## src/rtl/prof_pkg.sv

```systemverilog
package prof_pkg;
  typedef enum logic [1:0] {CAT_IDLE = 2'd0, CAT_DATA = 2'd1, CAT_WAIT = 2'd2, CAT_GRANT = 2'd3} cat_e;
  typedef enum logic [1:0] {BN_WAIT = 2'd0, BN_IDLE = 2'd1, BN_GRANT = 2'd2} bn_e;
endpackage

```

## src/rtl/cycle_classifier.sv

```systemverilog
module cycle_classifier
  import prof_pkg::*;
#(
  parameter int NUM_SLV = 4
) (
  input  logic               clk_i,
  input  logic               rst_ni,
  input  logic [1:0]         htrans_i,
  input  logic               hready_i,
  input  logic               hbusreq_i,
  input  logic               hgrant_i,
  input  logic [NUM_SLV-1:0] hsel_i,
  output cat_e               cat_o,
  output logic [NUM_SLV-1:0] dp_sel_o
);
  logic               dp_vld_q;
  logic [NUM_SLV-1:0] dp_sel_q;
  logic               addr_ok;

  // htrans[1] set means NONSEQ or SEQ
  assign addr_ok = hgrant_i & htrans_i[1] & (|hsel_i);

  always_ff @(posedge clk_i or negedge rst_ni) begin
    if (!rst_ni) begin
      dp_vld_q <= 1'b0;
      dp_sel_q <= '0;
    end else if (hready_i) begin
      dp_vld_q <= addr_ok;
      dp_sel_q <= addr_ok ? hsel_i : '0;
    end
  end

  always_comb begin
    if (hbusreq_i && !hgrant_i)   cat_o = CAT_GRANT;
    else if (dp_vld_q && !hready_i) cat_o = CAT_WAIT;
    else if (dp_vld_q)            cat_o = CAT_DATA;
    else                          cat_o = CAT_IDLE;
  end

  assign dp_sel_o = dp_sel_q;
endmodule

```

## src/rtl/sat_counter.sv

```systemverilog
module sat_counter #(
  parameter int W = 32
) (
  input  logic         clk_i,
  input  logic         rst_ni,
  input  logic         clr_i,
  input  logic         inc_i,
  output logic [W-1:0] nxt_o
);
  logic [W-1:0] cnt_q;

  assign nxt_o = (inc_i && cnt_q != '1) ? cnt_q + 1'b1 : cnt_q;

  always_ff @(posedge clk_i or negedge rst_ni) begin
    if (!rst_ni)    cnt_q <= '0;
    else if (clr_i) cnt_q <= '0;
    else            cnt_q <= nxt_o;
  end
endmodule

```

## src/rtl/frac_divider.sv

```systemverilog
module frac_divider #(
  parameter int W  = 32,
  parameter int FW = 8
) (
  input  logic          clk_i,
  input  logic          rst_ni,
  input  logic          start_i,
  input  logic [W-1:0]  num_i,
  input  logic [W-1:0]  den_i,
  output logic [FW-1:0] q_o,
  output logic          done_o
);
  localparam int SW = (FW > 1) ? $clog2(FW) : 1;

  logic [W:0]    rem_q, rem_sh;
  logic [W-1:0]  den_q;
  logic [FW-1:0] q_q, q_nxt;
  logic [SW-1:0] step_q;
  logic          busy_q, zero_q, ge;

  assign rem_sh = {rem_q[W-1:0], 1'b0};
  assign ge     = rem_sh >= {1'b0, den_q};
  assign q_nxt  = {q_q[FW-2:0], ge};

  always_ff @(posedge clk_i or negedge rst_ni) begin
    if (!rst_ni) begin
      rem_q <= '0; den_q <= '0; q_q <= '0; step_q <= '0;
      busy_q <= 1'b0; zero_q <= 1'b0; q_o <= '0; done_o <= 1'b0;
    end else begin
      done_o <= 1'b0;
      if (start_i) begin
        rem_q  <= {1'b0, num_i};
        den_q  <= den_i;
        zero_q <= (den_i == '0);
        q_q    <= '0;
        step_q <= '0;
        busy_q <= 1'b1;
      end else if (busy_q) begin
        rem_q  <= ge ? rem_sh - {1'b0, den_q} : rem_sh;
        q_q    <= q_nxt;
        step_q <= step_q + 1'b1;
        if (step_q == SW'(FW - 1)) begin
          busy_q <= 1'b0;
          done_o <= 1'b1;
          q_o    <= zero_q ? '0 : q_nxt;
        end
      end
    end
  end
endmodule

```

## src/rtl/bus_cycle_profiler.sv

```systemverilog
module bus_cycle_profiler
  import prof_pkg::*;
#(
  parameter int NUM_SLV = 4,
  parameter int CNT_W   = 32,
  parameter int EFF_W   = 8
) (
  input  logic                     clk_i,
  input  logic                     rst_ni,
  input  logic [1:0]               htrans_i,
  input  logic                     hready_i,
  input  logic                     hbusreq_i,
  input  logic                     hgrant_i,
  input  logic [NUM_SLV-1:0]       hsel_i,
  input  logic                     win_start_i,
  input  logic                     win_stop_i,
  output logic [CNT_W-1:0]         data_cnt_o,
  output logic [CNT_W-1:0]         wait_cnt_o,
  output logic [CNT_W-1:0]         idle_cnt_o,
  output logic [CNT_W-1:0]         grant_cnt_o,
  output logic [CNT_W-1:0]         total_cnt_o,
  output logic [NUM_SLV*CNT_W-1:0] slv_acc_o,
  output logic [NUM_SLV*CNT_W-1:0] slv_wait_o,
  output logic [1:0]               bottleneck_o,
  output logic [EFF_W-1:0]         eff_o,
  output logic                     done_o
);
  localparam int NCAT = 4;

  cat_e               cat;
  logic [NUM_SLV-1:0] dp_sel;
  logic               active_q, open_w, close_w, clr;
  logic [CNT_W-1:0]   cat_nxt [NCAT];
  logic [CNT_W-1:0]   tot_nxt;
  logic [CNT_W-1:0]   acc_nxt [NUM_SLV];
  logic [CNT_W-1:0]   wt_nxt  [NUM_SLV];
  bn_e                bn_nxt;

  assign open_w  = win_start_i & ~active_q;
  assign close_w = win_stop_i & active_q;
  assign clr     = open_w | close_w;

  cycle_classifier #(.NUM_SLV(NUM_SLV)) i_cls (
    .clk_i, .rst_ni, .htrans_i, .hready_i, .hbusreq_i, .hgrant_i, .hsel_i,
    .cat_o(cat), .dp_sel_o(dp_sel)
  );

  for (genvar k = 0; k < NCAT; k++) begin : g_cat
    sat_counter #(.W(CNT_W)) i_cnt (
      .clk_i, .rst_ni, .clr_i(clr),
      .inc_i(active_q && cat == cat_e'(k)), .nxt_o(cat_nxt[k])
    );
  end

  sat_counter #(.W(CNT_W)) i_tot (
    .clk_i, .rst_ni, .clr_i(clr), .inc_i(active_q), .nxt_o(tot_nxt)
  );

  for (genvar s = 0; s < NUM_SLV; s++) begin : g_slv
    sat_counter #(.W(CNT_W)) i_acc (
      .clk_i, .rst_ni, .clr_i(clr),
      .inc_i(active_q && cat == CAT_DATA && dp_sel[s]), .nxt_o(acc_nxt[s])
    );
    sat_counter #(.W(CNT_W)) i_wt (
      .clk_i, .rst_ni, .clr_i(clr),
      .inc_i(active_q && cat == CAT_WAIT && dp_sel[s]), .nxt_o(wt_nxt[s])
    );
    always_ff @(posedge clk_i or negedge rst_ni) begin
      if (!rst_ni) begin
        slv_acc_o[s*CNT_W +: CNT_W]  <= '0;
        slv_wait_o[s*CNT_W +: CNT_W] <= '0;
      end else if (close_w) begin
        slv_acc_o[s*CNT_W +: CNT_W]  <= acc_nxt[s];
        slv_wait_o[s*CNT_W +: CNT_W] <= wt_nxt[s];
      end
    end
  end

  // ties resolve wait, then idle, then grant
  always_comb begin
    if (cat_nxt[CAT_WAIT] >= cat_nxt[CAT_IDLE] && cat_nxt[CAT_WAIT] >= cat_nxt[CAT_GRANT])
      bn_nxt = BN_WAIT;
    else if (cat_nxt[CAT_IDLE] >= cat_nxt[CAT_GRANT])
      bn_nxt = BN_IDLE;
    else
      bn_nxt = BN_GRANT;
  end

  always_ff @(posedge clk_i or negedge rst_ni) begin
    if (!rst_ni) begin
      active_q <= 1'b0;
      data_cnt_o <= '0; wait_cnt_o <= '0; idle_cnt_o <= '0; grant_cnt_o <= '0;
      total_cnt_o <= '0; bottleneck_o <= '0;
    end else begin
      if (open_w)  active_q <= 1'b1;
      if (close_w) begin
        active_q     <= 1'b0;
        data_cnt_o   <= cat_nxt[CAT_DATA];
        wait_cnt_o   <= cat_nxt[CAT_WAIT];
        idle_cnt_o   <= cat_nxt[CAT_IDLE];
        grant_cnt_o  <= cat_nxt[CAT_GRANT];
        total_cnt_o  <= tot_nxt;
        bottleneck_o <= bn_nxt;
      end
    end
  end

  frac_divider #(.W(CNT_W), .FW(EFF_W)) i_div (
    .clk_i, .rst_ni, .start_i(close_w),
    .num_i(cat_nxt[CAT_DATA]), .den_i(tot_nxt),
    .q_o(eff_o), .done_o
  );
endmodule

```

## config.mk

```make
export PLATFORM = sky130hd
export DESIGN_NAME = bus_cycle_profiler
export DESIGN_NICKNAME = d
export VERILOG_FILES = /design/src/rtl/prof_pkg.sv /design/src/rtl/cycle_classifier.sv /design/src/rtl/sat_counter.sv /design/src/rtl/frac_divider.sv /design/src/rtl/bus_cycle_profiler.sv
export SDC_FILE = /design/constraint.sdc
export NUM_CORES = 2
export LEC_CHECK = 0
export ABC_AREA = 1
export CAP_MARGIN = 40
export CORE_ASPECT_RATIO = 1.2
export CORE_MARGIN = 2
export CORE_UTILIZATION = 55
export CTS_BUF_LIST = sky130_fd_sc_hd__clkbuf_4
export CTS_CLUSTER_SIZE = 16
export DETAILED_ROUTE_END_ITERATION = 8
export DONT_BUFFER_PORTS = 1
export GPL_TIMING_DRIVEN = 0
export PLACE_DENSITY_LB_ADDON = 0.2
export SLEW_MARGIN = 0
export SYNTH_ARGS = -nofsm -noshare
export SYNTH_HDL_FRONTEND = slang
export SYNTH_SLANG_ARGS = --single-unit
```

## constraint.sdc

```tcl
create_clock -name clk_i -period 4.3 [get_ports clk_i]
set_input_delay 0.215 -clock clk_i [delete_from_list [all_inputs] [get_ports clk_i]]
set_output_delay 0.215 -clock clk_i [all_outputs]
set_load 0.02 [all_outputs]
```

==> out/qor.csv <==
stage,metric,value,unit
setup_path,crit_start,g_cat[0].i_cnt.cnt_q[0],
grt,grt_util_all_layers,32.0,%
yosys,yosysWarnings,0,
drt,routed-via-count,38494,
floorplan,start_util,55.3,%
floorplan,dieArea,0.0860,mm²
yosys,ys_types,73,
pwr,p_leak,0.0231,µW
sta,timing.final.crit_share,96.0,%
placed_design,hpwl,104000,µm
min_path,hold_path.class,in2async,
grt,grt_overflow,0,
setup_path,startpoint_type,flip-flop,
grt,grt_pass1_vias,38115,
placed_design,gp_congestion,0.975,
placed_design,dpl_cell_area,0.0477,mm²
run_status,status,"finished, violations left",
setup_path,ff2ff_setup_slack,0.17,ns
setup_path,timing.rr.end,bottleneck_o[0],
finish,fin_cells,7092,
floorplan,fp.dieH,321,µm
sta,timing.final.ws_setup,0.171,ns
clocking,cts.clk_slew.worst_paths,0.07,ns
grt,antenna_found_initial,5,
yosys,synth_top_area_share,48.6,%
finish,drive_gt1_share,9.84,%
sta,setup_viol,0,
drt,wirelength,137000,µm
clocking,clock-sinks,893,
sta,timing.fmax,242,MHz
sta,tightest_slew,4.16,ns
floorplan,core_area,0.0832,mm²
clocking,cts-root-buf,clkbuf_4,
floorplan,io_pins,440,
placed_design,place_ws,-0.173,ns
finish,fin_nets,5959,
grt,grt_max_degree,894,
drt,wl_per_cell,19.3,µm
floorplan,die_w,268,µm
sta,maxSlewViolCount,637,
drt,vias_per_cell,5.43,
yosys,synth_area_leaders,"dfrtp_1 (49%), nand2_1 (11%), nor2_1 (6.3%), o21ai_0 (5.0%), xor2_1 (5.0%)",
drt,firstDrtPassIters,6,
clocking,cts_tree,yes,
yosys,synth-seq-cells,893,
finish,stdcell_area,0.0509,mm²
pwr,powerDensity,406,mW/mm²
clocking,numCtsBuffers,218,
clocking,hold_buffers,21,
floorplan,core.rowCount,116,
clocking,htreeDepth,4,
drt,drtAntennaViolNets,0,
sta,hold_viol,893,
yosys,synth_top_cell_by_area,dfrtp_1,
setup_path,worstPathMaxFanout,8,
pwr,ir_drop,0.282,mV
run,cap_violations,0,
yosys,syn-cell-area,0.0460,mm²
setup_path,cp.required,5.30,ns
clocking,clock_latency,1.08,ns
sta,hold_ws,-1.14,ns
setup_path,r2r_start,g_cat[0].i_cnt.cnt_q[0],
sta,period_minus_slack,4.13,ns
setup_path,path_class,reg2reg,
yosys,synth-main-ff-cell,dfrtp_1,
yosys,synth_edf_count,0,
sta,skew,0.0589,ns
grt,grt_first_pass_wirelength,211000,µm
setup_path,reg2regPathDepth,23,
finish,fillers,7563,
placed_design,portBuffers,0,
run_status,violations,"hold timing, slew limit",
finish,area_growth,10.6,%
yosys,syn-instance-count,5531,
yosys,synth_area_per_cell,8.32,µm²
placed_design,dp_cells,6672,
clocking,clock_path_buffers,3,
yosys,yosysSeqAreaShare,48.6,%
setup_path,cp-end-kind,flip-flop,
yosys,synth_nets,5682,
drt,drt_iter0_drc,2736,
sta,relSlewSlack,-177,%
setup_path,arrival,5.13,ns
drt,drc,0,
yosys,ys_async_sr_fraction,100,%
==> metrics by stage <==
| stage | utilization [%] | power (µW) | setup TNS, ns |
|---|---|---|---|
| floorplan | - | 12300 | 0 |
| global placement | 57.0 | 13600 | -20.67 |
| detailed placement | 57.3 | 13700 | -0.332 |
| global route | 61.1 | 21800 | -0.0329 |
| finish | 61.1 | 20700 | 0 |
| CTS | 60.9 | 20800 | 0 |
==> state kept, by name (all words and copies together), names as in the netlist, 2 cells and up <==
signal / flops
g_slv.i_acc.cnt_q: 128
grant_cnt_o: 32
g_cat.i_cnt.cnt_q: 128
i_tot.cnt_q: 32
g_slv.i_wt.cnt_q: 128
i_div.rem_q: 32
i_div.q_o: 8
wait_cnt_o: 32
idle_cnt_o: 32
slv_wait_o: 128
i_div.step_q: 3
data_cnt_o: 32
slv_acc_o: 128
i_div.q_q: 7
i_cls.dp_sel_o: 4
total_cnt_o: 32
bottleneck_o: 2
==> where the power goes <==
part,switching (µW),internal (µW)
logic,2880,1480
clock network,3490,3520
registers,527,8760
total,6890,13800
==> per-layer routing <==
metal,track usage (%),wire length [µm],vias up
met4,15.9,7040,2
met3,9.39,10900,303
met1,39.6,55700,18431
met2,51.1,63300,1202
met5,0,12,-
li1,-,-,18556
==> cells by family (layout without fill, tap and decap cells) <==
group                    after synthesis  count (layout)  synth area share [%]
multiplexers                           9               9                 0.196
AND/OR/NAND/NOR                     2701            2701                  25.8
adder cells (fa/ha/maj)              138             138                  3.77
XOR/XNOR                             405             405                  7.73
AO/OA/AOI/OAI                        727             727                  8.47
other                                  0               3                     0
flip-flops                           893             893                  48.6
buffers and inverters                658            1095                  5.45
==> critical path: stages, from the launching register on <==
cell,delay [ns]
dfrtp_1,0.42
ha_1,0.24
nand2_1,0.09
nor2_1,0.06
nand2_2,0.12
nor2_1,0.07
nand2_2,0.11
nand2_4,0.10
nor3b_2,0.33
nand2_1,0.19
nor3_2,0.19
nand2_1,0.14
xor2_1,0.45
ha_1,0.36
nand2_1,0.09
nor2_1,0.06
a211oi_2,0.14
nor2_1,0.05
or4_1,0.45
a21oi_1,0.14
nand2_1,0.07
nand2_1,0.09
nand2_1,0.06
nand2_1,0.06
==> Yosys cell counts (all sizes together) (3+ instances only) <==
| cell type | instances |
|---|---|
| a21o | 6 |
| a221oi | 3 |
| a31oi | 9 |
| and2 | 22 |
| o21a | 8 |
| nand3 | 145 |
| a22oi | 4 |
| nor4b | 3 |
| a21boi | 6 |
| o21bai | 13 |
| clkbuf | 148 |
| xnor2 | 144 |
| inv | 482 |
| nand4 | 120 |
| ha | 137 |
| nor3b | 4 |
| nand3b | 24 |
| mux2i | 9 |
| clkinv | 4 |
| or2 | 13 |
| o21ai | 522 |
| o22ai | 12 |
| a21oi | 117 |
| nor4 | 59 |
| nand2 | 1331 |
| nor3 | 132 |
| buf | 24 |
| nor2 | 843 |
| o211ai | 3 |
| a211oi | 11 |
| o221ai | 3 |
| xor2 | 261 |
| dfrtp | 893 |
==> worst max path at each step <==
stage | endpoint | slack [ns]
after floorplan | bottleneck_o[0] | 0.66
after global placement | slv_acc_o[119] | -0.49
after detailed placement | bottleneck_o[0] | -0.17
after CTS | bottleneck_o[0] | 0.004
after global routing | bottleneck_o[0] | -0.02
final | bottleneck_o[0] | 0.17
==> cells in the final DEF, fill, tap and decap left out, drive strengths merged, types with 4 or more instances in the layout <==
| cell type | netlist | layout |
|---|---|---|
| nand2 | 1331 | 1331 |
| dfrtp | 893 | 893 |
| nor2 | 843 | 843 |
| o21ai | 522 | 522 |
| inv | 482 | 488 |
| clkbuf | 148 | 454 |
| xor2 | 261 | 261 |
| nand3 | 145 | 145 |
| xnor2 | 144 | 144 |
| ha | 137 | 137 |
| nor3 | 132 | 132 |
| nand4 | 120 | 120 |
| a21oi | 117 | 117 |
| clkinv | 4 | 66 |
| nor4 | 59 | 59 |
| buf | 24 | 59 |
| nand3b | 24 | 24 |
| and2 | 22 | 22 |
| dlygate4sd3 | 0 | 21 |
| o21bai | 13 | 13 |
| or2 | 13 | 13 |
| o22ai | 12 | 12 |
| a211oi | 11 | 11 |
| mux2i | 9 | 9 |
| a31oi | 9 | 9 |
| o21a | 8 | 8 |
| a21o | 6 | 6 |
| a21boi | 6 | 6 |
| a22oi | 4 | 4 |
| bufinv | 0 | 4 |
| nor3b | 4 | 4 |
==> what timing repair did <==
action | 4_1_cts | 5_1_grt
setup buffers | 2 | 14
pin swaps | 4 | 9
endpoints found under the setup margin | 2 | 2
endpoints found under the hold margin | 1082 | 893
gates resized for setup | 6 | 19
==> layout make-up <==
cell class / count / area [µm²] / share of cell area, %
inverters: 486 / 1840 / 3.61
multi-input cells: 3980 / 21300 / 41.8
clock buffers: 306 / 2300 / 4.52
plain buffers: 172 / 671 / 1.32
clock inverters: 74 / 419 / 0.824
flip-flops and latches: 893 / 22300 / 43.9
repair buffers: 57 / 592 / 1.16
well taps: 1121 / 1400 / 2.76
diodes: 3 / 7.51 / 0.0148
(Power assumes the default switching activity.)
